===== src/rtl/xlat_pkg.sv =====
package xlat_pkg;

    typedef enum logic [1:0] {
        XS_OK    = 2'b00,
        XS_PROT  = 2'b01,
        XS_PGFLT = 2'b10
    } xlat_status_e;

    typedef enum logic [1:0] {
        ST_IDLE = 2'b00,
        ST_READ = 2'b01,
        ST_FILL = 2'b10
    } xlat_state_e;

    function automatic xlat_status_e judge_access(input logic ent_valid,
                                                  input logic ent_rw,
                                                  input logic is_write);
        if (!ent_valid)
            return XS_PGFLT;
        else if (is_write && !ent_rw)
            return XS_PROT;
        else
            return XS_OK;
    endfunction

endpackage


===== src/rtl/xlat_ptable.sv =====
module xlat_ptable #(
    parameter int PAGE_W  = 5,
    parameter int FRAME_W = 6
) (
    input  logic               clk,
    input  logic               rst_n,
    input  logic               wr_en,
    input  logic [PAGE_W-1:0]  wr_page,
    input  logic [FRAME_W-1:0] wr_frame,
    input  logic               wr_valid,
    input  logic               wr_rw,
    input  logic [PAGE_W-1:0]  rd_page,
    output logic [FRAME_W-1:0] rd_frame,
    output logic               rd_valid,
    output logic               rd_rw
);
    localparam int DEPTH = 1 << PAGE_W;

    typedef struct packed {
        logic               valid;
        logic               rw;
        logic [FRAME_W-1:0] frame;
    } pte_t;

    pte_t [DEPTH-1:0] tbl_d, tbl_q;
    pte_t             rd_ent;

    always_comb begin
        tbl_d = tbl_q;
        if (wr_en)
            tbl_d[wr_page] = '{valid: wr_valid, rw: wr_rw, frame: wr_frame};
        // a write in the reading cycle is forwarded to the reader
        if (wr_en && (wr_page == rd_page))
            rd_ent = '{valid: wr_valid, rw: wr_rw, frame: wr_frame};
        else
            rd_ent = tbl_q[rd_page];
    end

    always_ff @(posedge clk or negedge rst_n) begin
        if (!rst_n)
            tbl_q <= '0;
        else
            tbl_q <= tbl_d;
    end

    assign rd_frame = rd_ent.frame;
    assign rd_valid = rd_ent.valid;
    assign rd_rw    = rd_ent.rw;

endmodule


===== src/rtl/xlat_tlb.sv =====
module xlat_tlb #(
    parameter int PAGE_W  = 5,
    parameter int FRAME_W = 6,
    parameter int ENTRIES = 4
) (
    input  logic               clk,
    input  logic               rst_n,
    input  logic [PAGE_W-1:0]  lk_page,
    output logic               lk_hit,
    output logic [FRAME_W-1:0] lk_frame,
    output logic               lk_rw,
    input  logic               inv_en,
    input  logic [PAGE_W-1:0]  inv_page,
    input  logic               fill_en,
    input  logic [PAGE_W-1:0]  fill_page,
    input  logic [FRAME_W-1:0] fill_frame,
    input  logic               fill_rw
);
    localparam int IDX_W = (ENTRIES > 1) ? $clog2(ENTRIES) : 1;
    localparam logic [IDX_W-1:0] LAST_IDX = IDX_W'(ENTRIES - 1);

    typedef struct packed {
        logic               valid;
        logic [PAGE_W-1:0]  page;
        logic [FRAME_W-1:0] frame;
        logic               rw;
    } tlb_ent_t;

    typedef struct packed {
        tlb_ent_t [ENTRIES-1:0] ent;
        logic [IDX_W-1:0]       ptr;
    } tlb_st_t;

    tlb_st_t              st_d, st_q;
    logic [ENTRIES-1:0]   match;
    logic                 any_match;
    logic [FRAME_W-1:0]   match_frame;
    logic                 match_rw;
    logic                 have_free;
    logic [IDX_W-1:0]     free_idx;
    logic [IDX_W-1:0]     victim;

    // parallel key compare, one comparator per entry
    for (genvar gi = 0; gi < ENTRIES; gi++) begin : g_cmp
        assign match[gi] = st_q.ent[gi].valid && (st_q.ent[gi].page == lk_page);
    end

    always_comb begin
        any_match   = 1'b0;
        match_frame = '0;
        match_rw    = 1'b0;
        for (int i = 0; i < ENTRIES; i++) begin
            if (match[i]) begin
                any_match   = 1'b1;
                match_frame = match_frame | st_q.ent[i].frame;
                match_rw    = match_rw | st_q.ent[i].rw;
            end
        end
    end

    // a table write to the looked-up page suppresses the hit
    assign lk_hit   = any_match && !(inv_en && (inv_page == lk_page));
    assign lk_frame = match_frame;
    assign lk_rw    = match_rw;

    always_comb begin
        have_free = 1'b0;
        free_idx  = '0;
        for (int i = ENTRIES - 1; i >= 0; i--) begin
            if (!st_q.ent[i].valid) begin
                have_free = 1'b1;
                free_idx  = IDX_W'(i);
            end
        end
        victim = have_free ? free_idx : st_q.ptr;
    end

    always_comb begin
        st_d = st_q;
        for (int i = 0; i < ENTRIES; i++) begin
            if (inv_en && st_q.ent[i].valid && (st_q.ent[i].page == inv_page))
                st_d.ent[i].valid = 1'b0;
        end
        if (fill_en) begin
            st_d.ent[victim] = '{valid: 1'b1, page: fill_page,
                                 frame: fill_frame, rw: fill_rw};
            if (!have_free)
                st_d.ptr = (st_q.ptr == LAST_IDX) ? '0 : st_q.ptr + 1'b1;
        end
    end

    always_ff @(posedge clk or negedge rst_n) begin
        if (!rst_n)
            st_q <= '0;
        else
            st_q <= st_d;
    end

endmodule


===== src/rtl/vpage_translator.sv =====
module vpage_translator
    import xlat_pkg::*;
#(
    parameter int ADDR_W      = 16,
    parameter int PAGE_W      = 5,
    parameter int FRAME_W     = 6,
    parameter int TLB_ENTRIES = 4,
    parameter int CNT_W       = 16
) (
    input  logic                       clk,
    input  logic                       rst_n,
    input  logic                       req_valid,
    output logic                       req_ready,
    input  logic [ADDR_W-1:0]          req_addr,
    input  logic                       req_write,
    output logic                       rsp_valid,
    output logic [FRAME_W+ADDR_W-PAGE_W-1:0] rsp_paddr,
    output logic [1:0]                 rsp_status,
    input  logic                       pt_wr_en,
    input  logic [PAGE_W-1:0]          pt_wr_page,
    input  logic [FRAME_W-1:0]         pt_wr_frame,
    input  logic                       pt_wr_valid,
    input  logic                       pt_wr_rw,
    output logic [CNT_W-1:0]           hit_count,
    output logic [CNT_W-1:0]           miss_count
);
    localparam int OFF_W   = ADDR_W - PAGE_W;
    localparam int PADDR_W = FRAME_W + OFF_W;

    typedef struct packed {
        xlat_state_e        state;
        logic [PAGE_W-1:0]  page;
        logic [OFF_W-1:0]   off;
        logic               write;
        logic               pte_valid;
        logic               pte_rw;
        logic [FRAME_W-1:0] pte_frame;
        logic               rsp_valid;
        logic [PADDR_W-1:0] rsp_paddr;
        xlat_status_e       rsp_status;
        logic [CNT_W-1:0]   hit_cnt;
        logic [CNT_W-1:0]   miss_cnt;
    } xl_st_t;

    xl_st_t st_d, st_q;

    logic [PAGE_W-1:0]  req_page;
    logic [OFF_W-1:0]   req_off;
    logic               tlb_hit;
    logic [FRAME_W-1:0] tlb_frame;
    logic               tlb_rw;
    logic               fill_en;
    logic [FRAME_W-1:0] pt_frame;
    logic               pt_valid;
    logic               pt_rw;
    xlat_status_e       verdict;

    assign req_page = req_addr[ADDR_W-1:OFF_W];
    assign req_off  = req_addr[OFF_W-1:0];

    xlat_tlb #(
        .PAGE_W  (PAGE_W),
        .FRAME_W (FRAME_W),
        .ENTRIES (TLB_ENTRIES)
    ) u_tlb (
        .clk        (clk),
        .rst_n      (rst_n),
        .lk_page    (req_page),
        .lk_hit     (tlb_hit),
        .lk_frame   (tlb_frame),
        .lk_rw      (tlb_rw),
        .inv_en     (pt_wr_en),
        .inv_page   (pt_wr_page),
        .fill_en    (fill_en),
        .fill_page  (st_q.page),
        .fill_frame (st_q.pte_frame),
        .fill_rw    (st_q.pte_rw)
    );

    xlat_ptable #(
        .PAGE_W  (PAGE_W),
        .FRAME_W (FRAME_W)
    ) u_ptable (
        .clk      (clk),
        .rst_n    (rst_n),
        .wr_en    (pt_wr_en),
        .wr_page  (pt_wr_page),
        .wr_frame (pt_wr_frame),
        .wr_valid (pt_wr_valid),
        .wr_rw    (pt_wr_rw),
        .rd_page  (st_q.page),
        .rd_frame (pt_frame),
        .rd_valid (pt_valid),
        .rd_rw    (pt_rw)
    );

    always_comb begin
        st_d           = st_q;
        st_d.rsp_valid = 1'b0;
        fill_en        = 1'b0;
        verdict        = XS_OK;
        case (st_q.state)
            ST_IDLE: begin
                if (req_valid) begin
                    if (tlb_hit) begin
                        verdict         = judge_access(1'b1, tlb_rw, req_write);
                        st_d.rsp_valid  = 1'b1;
                        st_d.rsp_status = verdict;
                        st_d.rsp_paddr  = (verdict == XS_OK) ? {tlb_frame, req_off} : '0;
                        st_d.hit_cnt    = st_q.hit_cnt + 1'b1;
                    end else begin
                        st_d.state    = ST_READ;
                        st_d.page     = req_page;
                        st_d.off      = req_off;
                        st_d.write    = req_write;
                        st_d.miss_cnt = st_q.miss_cnt + 1'b1;
                    end
                end
            end
            ST_READ: begin
                st_d.pte_valid = pt_valid;
                st_d.pte_rw    = pt_rw;
                st_d.pte_frame = pt_frame;
                st_d.state     = ST_FILL;
            end
            ST_FILL: begin
                verdict         = judge_access(st_q.pte_valid, st_q.pte_rw, st_q.write);
                st_d.rsp_valid  = 1'b1;
                st_d.rsp_status = verdict;
                st_d.rsp_paddr  = (verdict == XS_OK) ? {st_q.pte_frame, st_q.off} : '0;
                fill_en         = st_q.pte_valid &&
                                  !(pt_wr_en && (pt_wr_page == st_q.page));
                st_d.state      = ST_IDLE;
            end
            default: st_d.state = ST_IDLE;
        endcase
    end

    always_ff @(posedge clk or negedge rst_n) begin
        if (!rst_n) begin
            st_q            <= '0;
            st_q.state      <= ST_IDLE;
            st_q.rsp_status <= XS_OK;
        end else begin
            st_q <= st_d;
        end
    end

    assign req_ready  = (st_q.state == ST_IDLE);
    assign rsp_valid  = st_q.rsp_valid;
    assign rsp_paddr  = st_q.rsp_paddr;
    assign rsp_status = st_q.rsp_status;
    assign hit_count  = st_q.hit_cnt;
    assign miss_count = st_q.miss_cnt;

endmodule


===== config.mk =====
export PLATFORM = sky130hd
export DESIGN_NAME = vpage_translator
export DESIGN_NICKNAME = d
export VERILOG_FILES = /design/src/rtl/xlat_pkg.sv /design/src/rtl/xlat_ptable.sv /design/src/rtl/xlat_tlb.sv /design/src/rtl/vpage_translator.sv
export SDC_FILE = /design/constraint.sdc
export NUM_CORES = 1
export LEC_CHECK = 0
export BUFFER_PORTS_ARGS = -buffer_cell sky130_fd_sc_hd__buf_2
export CORE_ASPECT_RATIO = 2
export CORE_MARGIN = 2
export CORE_UTILIZATION = 45
export DETAILED_ROUTE_END_ITERATION = 8
export SLEW_MARGIN = 20
export SYNTH_ARGS = -nofsm -noshare
export SYNTH_HDL_FRONTEND = slang
export SYNTH_HIERARCHICAL = 1
export SYNTH_SLANG_ARGS = --single-unit

===== constraint.sdc =====
create_clock -name clk -period 6.6 [get_ports clk]
set_clock_uncertainty 0.05 [all_clocks]
set_input_delay 0.33 -clock clk [delete_from_list [all_inputs] [get_ports clk]]
set_output_delay 0.33 -clock clk [all_outputs]
set_load 0.1 [all_outputs]

==> Word-level counts from Yosys, hierarchy flattened <==
Cells that the tools add are included.
Widths: inputs -> output; s select.
{ "totals": {"reg_bits": 389, "wordCells": 244} }
{ "classes": {"n_addsub": 3, "magnitude_cmp": 5, "n_eq_ne": 16, "mux": 54, "bitwise_logic": 8, "reduce_logical": 33} }
{ "op_table": {"columns": ["operator", "n"], "rows": [
  ["$bwmux 256", 1],
  ["$mux 54", 1],
  ["$bwmux 52", 1],
  ["$mux 52", 1],
  ["$eq 5x5->1", 10],
  ["$bmux 8 s5", 1],
  ["$demux 8 s5", 1],
  ["$pmux 20 s2", 1],
  ["$mux 19", 2],
  ["$mux 36", 1],
  ["$mux 17", 2],
  ["$add 16x1->16 const B", 2],
  ["$demux 13 s2", 1],
  ["$mux 2", 12],
  ["$mux 6", 4],
  ["$mux 8", 3],
  ["$logic_and 1x1->1", 20],
  ["$mux 1", 19],
  ["$or 6x6->6", 3],
  ["$mux 16", 1],
  ["$mux 13", 1],
  ["$lt 5x6->1 const B", 2],
  ["$reduce_and 3->1", 3],
  ["$logic_not 2->1", 3],
  ["other kinds (14)", 23]
]} }

==> Logic depth before layout (Yosys ltp) <==
{ "depth": {"ltp_word": 20, "ltp_mapped": 12, "mapped_depth_nobuf": 8} }

==> Hierarchy <==
Netlist, hierarchy kept.
{ "modules_own_cells": {"columns": ["mod", "n_inst", "cells_per_inst", "area_each_um2", "seq_area_each_um2"], "rows": [
  ["xlat_ptable", 1, 832, 12320.6, 6406.1],
  ["vpage_translator", 1, 308, 3698.5, 1976.9],
  ["xlat_tlb", 1, 246, 3025.4, 1351.3]
]} }

==> Worst setup path before layout <==
OpenSTA, ideal clock, no wires.
{ "synth_timing": {"path_type": "input -> register", "startpoint": "in req_addr[15]", "endpoint": "reg st_q, in the netlist rsp_paddr[10]", "arrival_time_ns": 2.512, "slack_ns": 3.910, "stages": 10, "path_cell_list": "clkbuf_1 -> xor2_1 -> nor4_2 -> nand2_1 -> a41oi_1 -> a21oi_1 -> or2_2 -> clkbuf_1 -> a222oi_1 -> inv_1"} }
{ "synth_via": {"elab_cells_between_ends": 36} }
{ "synth_rtl": {"columns": ["element", "line", "source"], "rows": [
  ["start: declaration", "vpage_translator.sv:14", "input logic [ADDR_W-1:0] req_addr,"],
  ["$eq 5x5->1", "xlat_tlb.sv:45", "assign match[gi] = st_q.ent[gi].valid && (st_q.ent[gi].page == lk_page);"],
  ["$logic_and 1x1->1", "xlat_tlb.sv:45", null],
  ["$mux 1 (4 in a row)", "xlat_tlb.sv:53", "if (match[i]) begin"],
  ["$logic_and 1x1->1 (*)", "xlat_tlb.sv:62", "assign lk_hit = any_match && !(inv_en && (inv_page == lk_page));"],
  ["net tlb_hit", "vpage_translator.sv:49", "logic tlb_hit;"],
  ["$ne 2x1->1 (no source line) (*)", null, null],
  ["$reduce_and 3->1 (no source line) (*)", null, null],
  ["end signal: assignment", "vpage_translator.sv:145", "st_q <= st_d;"],
  ["end: declaration", "vpage_translator.sv:45", "xl_st_t st_d, st_q;"]
]} }
The timed path passes the listed nets; every way through them passes the cells marked *. The select of a mux whose other input is x is not followed.
A chain may end at the register's enable or synchronous reset.

==> Final worst setup path <==
{ "layout_timing": {"startpoint": "reg u_tlb/st_q[10] in the netlist's numbering", "endpoint": "reg st_q, in the netlist hit_count[15]"} }
{ "layout_via": {"elab_chain_cells": 8} }
{ "layout_lines": {"columns": ["element", "line", "source"], "rows": [
  ["start: declaration", "xlat_tlb.sv:34", "tlb_st_t st_d, st_q;"],
  ["start signal: assignment", "xlat_tlb.sv:96", "st_q <= st_d;"],
  ["$eq 5x5->1", "xlat_tlb.sv:45", null],
  ["$logic_and 1x1->1", "xlat_tlb.sv:45", null],
  ["$mux 1 (4 in a row)", "xlat_tlb.sv:53", null],
  ["$logic_and 1x1->1", "xlat_tlb.sv:62", null],
  ["net tlb_hit", "vpage_translator.sv:49", null],
  ["$reduce_and 3->1 (no source line)", null, null]
]} }
The timed path passes the listed nets, and every way through them passes these cells.

==> metrics.md <==
| Metric | Value |
|---|---|
| Result of the run | finished, final reports clean |
| Maxcap violations | 0 |
| Fmax | roughly 0.3 GHz |
| Critical-path cell list | xor2_1, nor4_2, nand2_1, a41oi_1, and4bb_2, nand3_1, nor3_1, xor2_1 |
| Core outline area | between 0.04 and 0.05 mm^2 |
| Post-placement cell count | 1888 |
| Sequential share of the synthesized area | 0.511 |
| Count of flip-flops with a built-in enable after synthesis | 0 |
| Cell types occupying the most area after synthesis | dfrtp_1 51%, mux2_2 19%, mux4_1 2.8%, mux2i_1 2.6%, buf_4 2.3% |
| Cell row count | approximately 110 |
| Combined flip-flop and latch cell area | 0.00974 mm^2 |
| Synth Flop Type | dfrtp_1 |
| Post-Synthesis Mean Instance Area | around 14 um^2 |
| TritonCTS clock tree | done |
| Sum Neg Setup Slack | 0 ns |
| WP data required | around 7 ns |
| Worst Setup Slack, final | 3.25 ns |
| Post-CTS sizing | 0 |
| Setup crit start kind | flip-flop |
| Most frequent cells after synthesis | 389 x dfrtp_1, 317 x mux2_2, 58 x buf_4 |
| Most numerous cell in the Yosys netlist | dfrtp_1 |
| Async set-reset flop share out of synthesis | 1.00 |
| Synthesized-area fraction occupied by xor and xnor cells | 0.0391 |
| Clock sinks | approximately 390 |
| CP Class | reg -> reg |
| Net count, final | 1437 |
| Footprint of the multi-input gates | ~0.0082 mm^2 |
| Antenna violations before repair | 1 |
| Fraction of layout cells with a size suffix above 1 | 0.390 |
| CP Capture Type | flip-flop |
| Final HPWL DP | between 30000 and 40000 um |
| Proportion of netlist area held by the largest area contributor | 0.511 |
| Synthesized netlist cell count | 1386 |
| Number of buffers created by CTS | 37 |
| Total global routing overflow | 0 |
| Main combinational cell family by area after synthesis | multiplexers |
| Pin count of the biggest net entering global routing | between 150 and 200 |
| Initial Utilization | 0.456 |
| Critical-path top delay cell | nor4_2 |
| Routed wirelength normalized by instance count | ~24 um |
| Number of buffers added to fix hold violations after cts | 13 |
| Final routed DRC violation total | 0 |
| Setup violators final | 0 |
| Clock-pin slew of the registers on the worst-case setup and hold paths | around 0.060 ns |
| CP max FO | 12 |
| IR Drop Worst-Case VDD | ~0.00022 V |
| Yosys top cell by area | dfrtp_1 |
| Post-CTS Setup Bufs | 0 |
| Final weighted congestion of routability-driven global placement | ~0.86 |
| Dpl ws | approximately 3.2 ns |
| Setup repair after global routing missed its margin | no |
| Area added between synthesis and finish | 7.96% |
| Iteration-0 DRC Markers | 638 |
| Die Area | roughly 0.044 mm^2 |
| Final hold violations | 0 |
| Netlist area before placement | 0.0190 mm^2 |
| Count of inserted antenna diode cells | 0 |
| Die X-Extent | around 150 um |
| Cell leakage power | around 9.5 nW |
| Die Ht | roughly 300 um |
| Proportion of synthesized area in mux cells | 0.276 |
| Largest buffer count on any clock path | 3 |
| Top cell by count, worst path | xor2_1 |
| Headroom to the max-slew limit | 0.240 |
| Power density of the placed cells | 423 mW/mm^2 |
| Global-route wire length before repair | between 70000 and 80000 um |
| Type of the most critical hold path | in -> reg |
| Synth Area in Simple Gates | 0.0705 |
| Portion of the clock cycle consumed by the worst path in the final layout | 0.507 |
| Clock insertion delay at the later pin of the skew report | around 0.54 ns |
| Yosys cell types | 78 |
| # H-tree levels | 2 |
| Slew Limit Fails | 0 |
| Number of global-route vias before repair | around 12k |
| Worst Tran Pin Value | 1.14 ns |
| Initial DRT Pass Iterations | 5 |
| Largest stage delay on the critical path | roughly 0.9 ns |
| Share of synthesized cell area in full adder, half adder and majority cells | 0.00197 |
| WL final | 48200 um |
| Antenna Nets Post-Route | 0 |
| Yosys Warn Count | 6 |
| Min Clock Period, post-route | between 3 and 4 ns |
| Via count | between 10k and 15k |
| I/O pin total | 87 |
| Number of input and output port buffers inserted | between 80 and 90 |
| Fraction of the mapped netlist area in compound gates | 0.0453 |
| Average via count per standard cell | between 5 and 6 |
| Seq cells post-synth | between 300 and 400 |
| Post-route insts no fill | a little under 2k |
| Root buffer selected by CTS | clkbuf_16 |
| Worst Path Arrival | between 3 and 4 ns |
| Final-layout fill cell count | between 3k and 4k |
| Gr usage total | 0.222 |
| Syn_nets | roughly 1.4k |
## placed cells by master, fill, tap and decap left out, types with 19 or more instances in the layout
master	n
mux2i_1	50
xor2_1	48
buf_2	85
dfrtp_1	387
mux2_2	317
nand2_1	49
xnor2_1	37
mux2_4	20
inv_1	23
clkbuf_16	37
nand4_1	19
mux4_1	20
nand3_1	40
nor2_1	19
## layout make-up
type / count / area share
inverter: 23 / 0.00420
clock buffer: 55 / 0.0503
tap: 540 / 0.0329
sequential: 389 / 0.474
multi-input combinational: 837 / 0.401
clock inverter: 12 / 0.00493
timing repair buffer: 112 / 0.0331
## routing by layer
| layer | track usage | share of wire | vias to the layer above |
|---|---|---|---|
| met5 | 0 | 0 | - |
| met4 | 0.112 | 0.054 | 0 |
| met3 | 0.0248 | 0.032 | 121 |
| met2 | 0.430 | 0.56 | 287 |
| met1 | 0.230 | 0.35 | 5990 |
| li1 | - | - | 5019 |
## worst paths after layout
check                               start                  end  slack, ns  cells past startpoint
min reg2reg                 hit_count[15]        hit_count[15]       0.41                      1
max                        u_tlb/st_q[10]        hit_count[15]       3.25                      8
max reg2reg                u_tlb/st_q[10]        hit_count[15]       3.25                      8
min in group asynchronous           rst_n  u_ptable/tbl_q[147]       0.34                      2
max in group asynchronous           rst_n  u_ptable/tbl_q[230]       4.73                      3
min                          req_addr[12]             st_q[73]       0.16                      2
## kinds of logic after synthesis
logic type               Yosys count
multiplexers                     424
XOR/XNOR                          85
adder cells (fa/ha/maj)            3
flip-flops                       389
AND/OR/NAND/NOR                  225
AO/OA/AOI/OAI                    100
buffers and inverters            160
## stage by stage
stage | hold WS [ns] | util | instance area, um^2 | total power, mW
after floorplan | -0.0156 | - | 19000 | 6.04
after global placement | 0.338 | 0.462 | 19300 | 6.64
after detailed placement | 0.333 | 0.462 | 19300 | 6.70
after CTS | 0.142 | 0.492 | 20600 | 8.79
after global routing | 0.150 | 0.492 | 20600 | 9.11
final | 0.161 | 0.492 | 20600 | 8.70
## power by group
part	total [mW]	internal, mW	switching (mW)
Sequential	3.55	2.98	0.577
Combinational	3.10	1.28	1.82
Clock	2.05	1.13	0.918
Total	8.70	5.39	3.32
## registers in the layout, summed over array words and instances (netlist names)
register,count
rsp_status,2
rsp_valid,1
hit_count,16
u_tlb/st_q,54
rsp_paddr,17
st_q,27
miss_count,16
u_ptable/tbl_q,256
## worst max-delay path, delay by kind of cell, from the launching register on
kind | cells | cell delay, ns
compound gates | 1 | 0.41
simple gates | 5 | 2.02
flops | 1 | 0.42
xor+xnor | 2 | 0.36
Power figures use the tool's default switching activity.
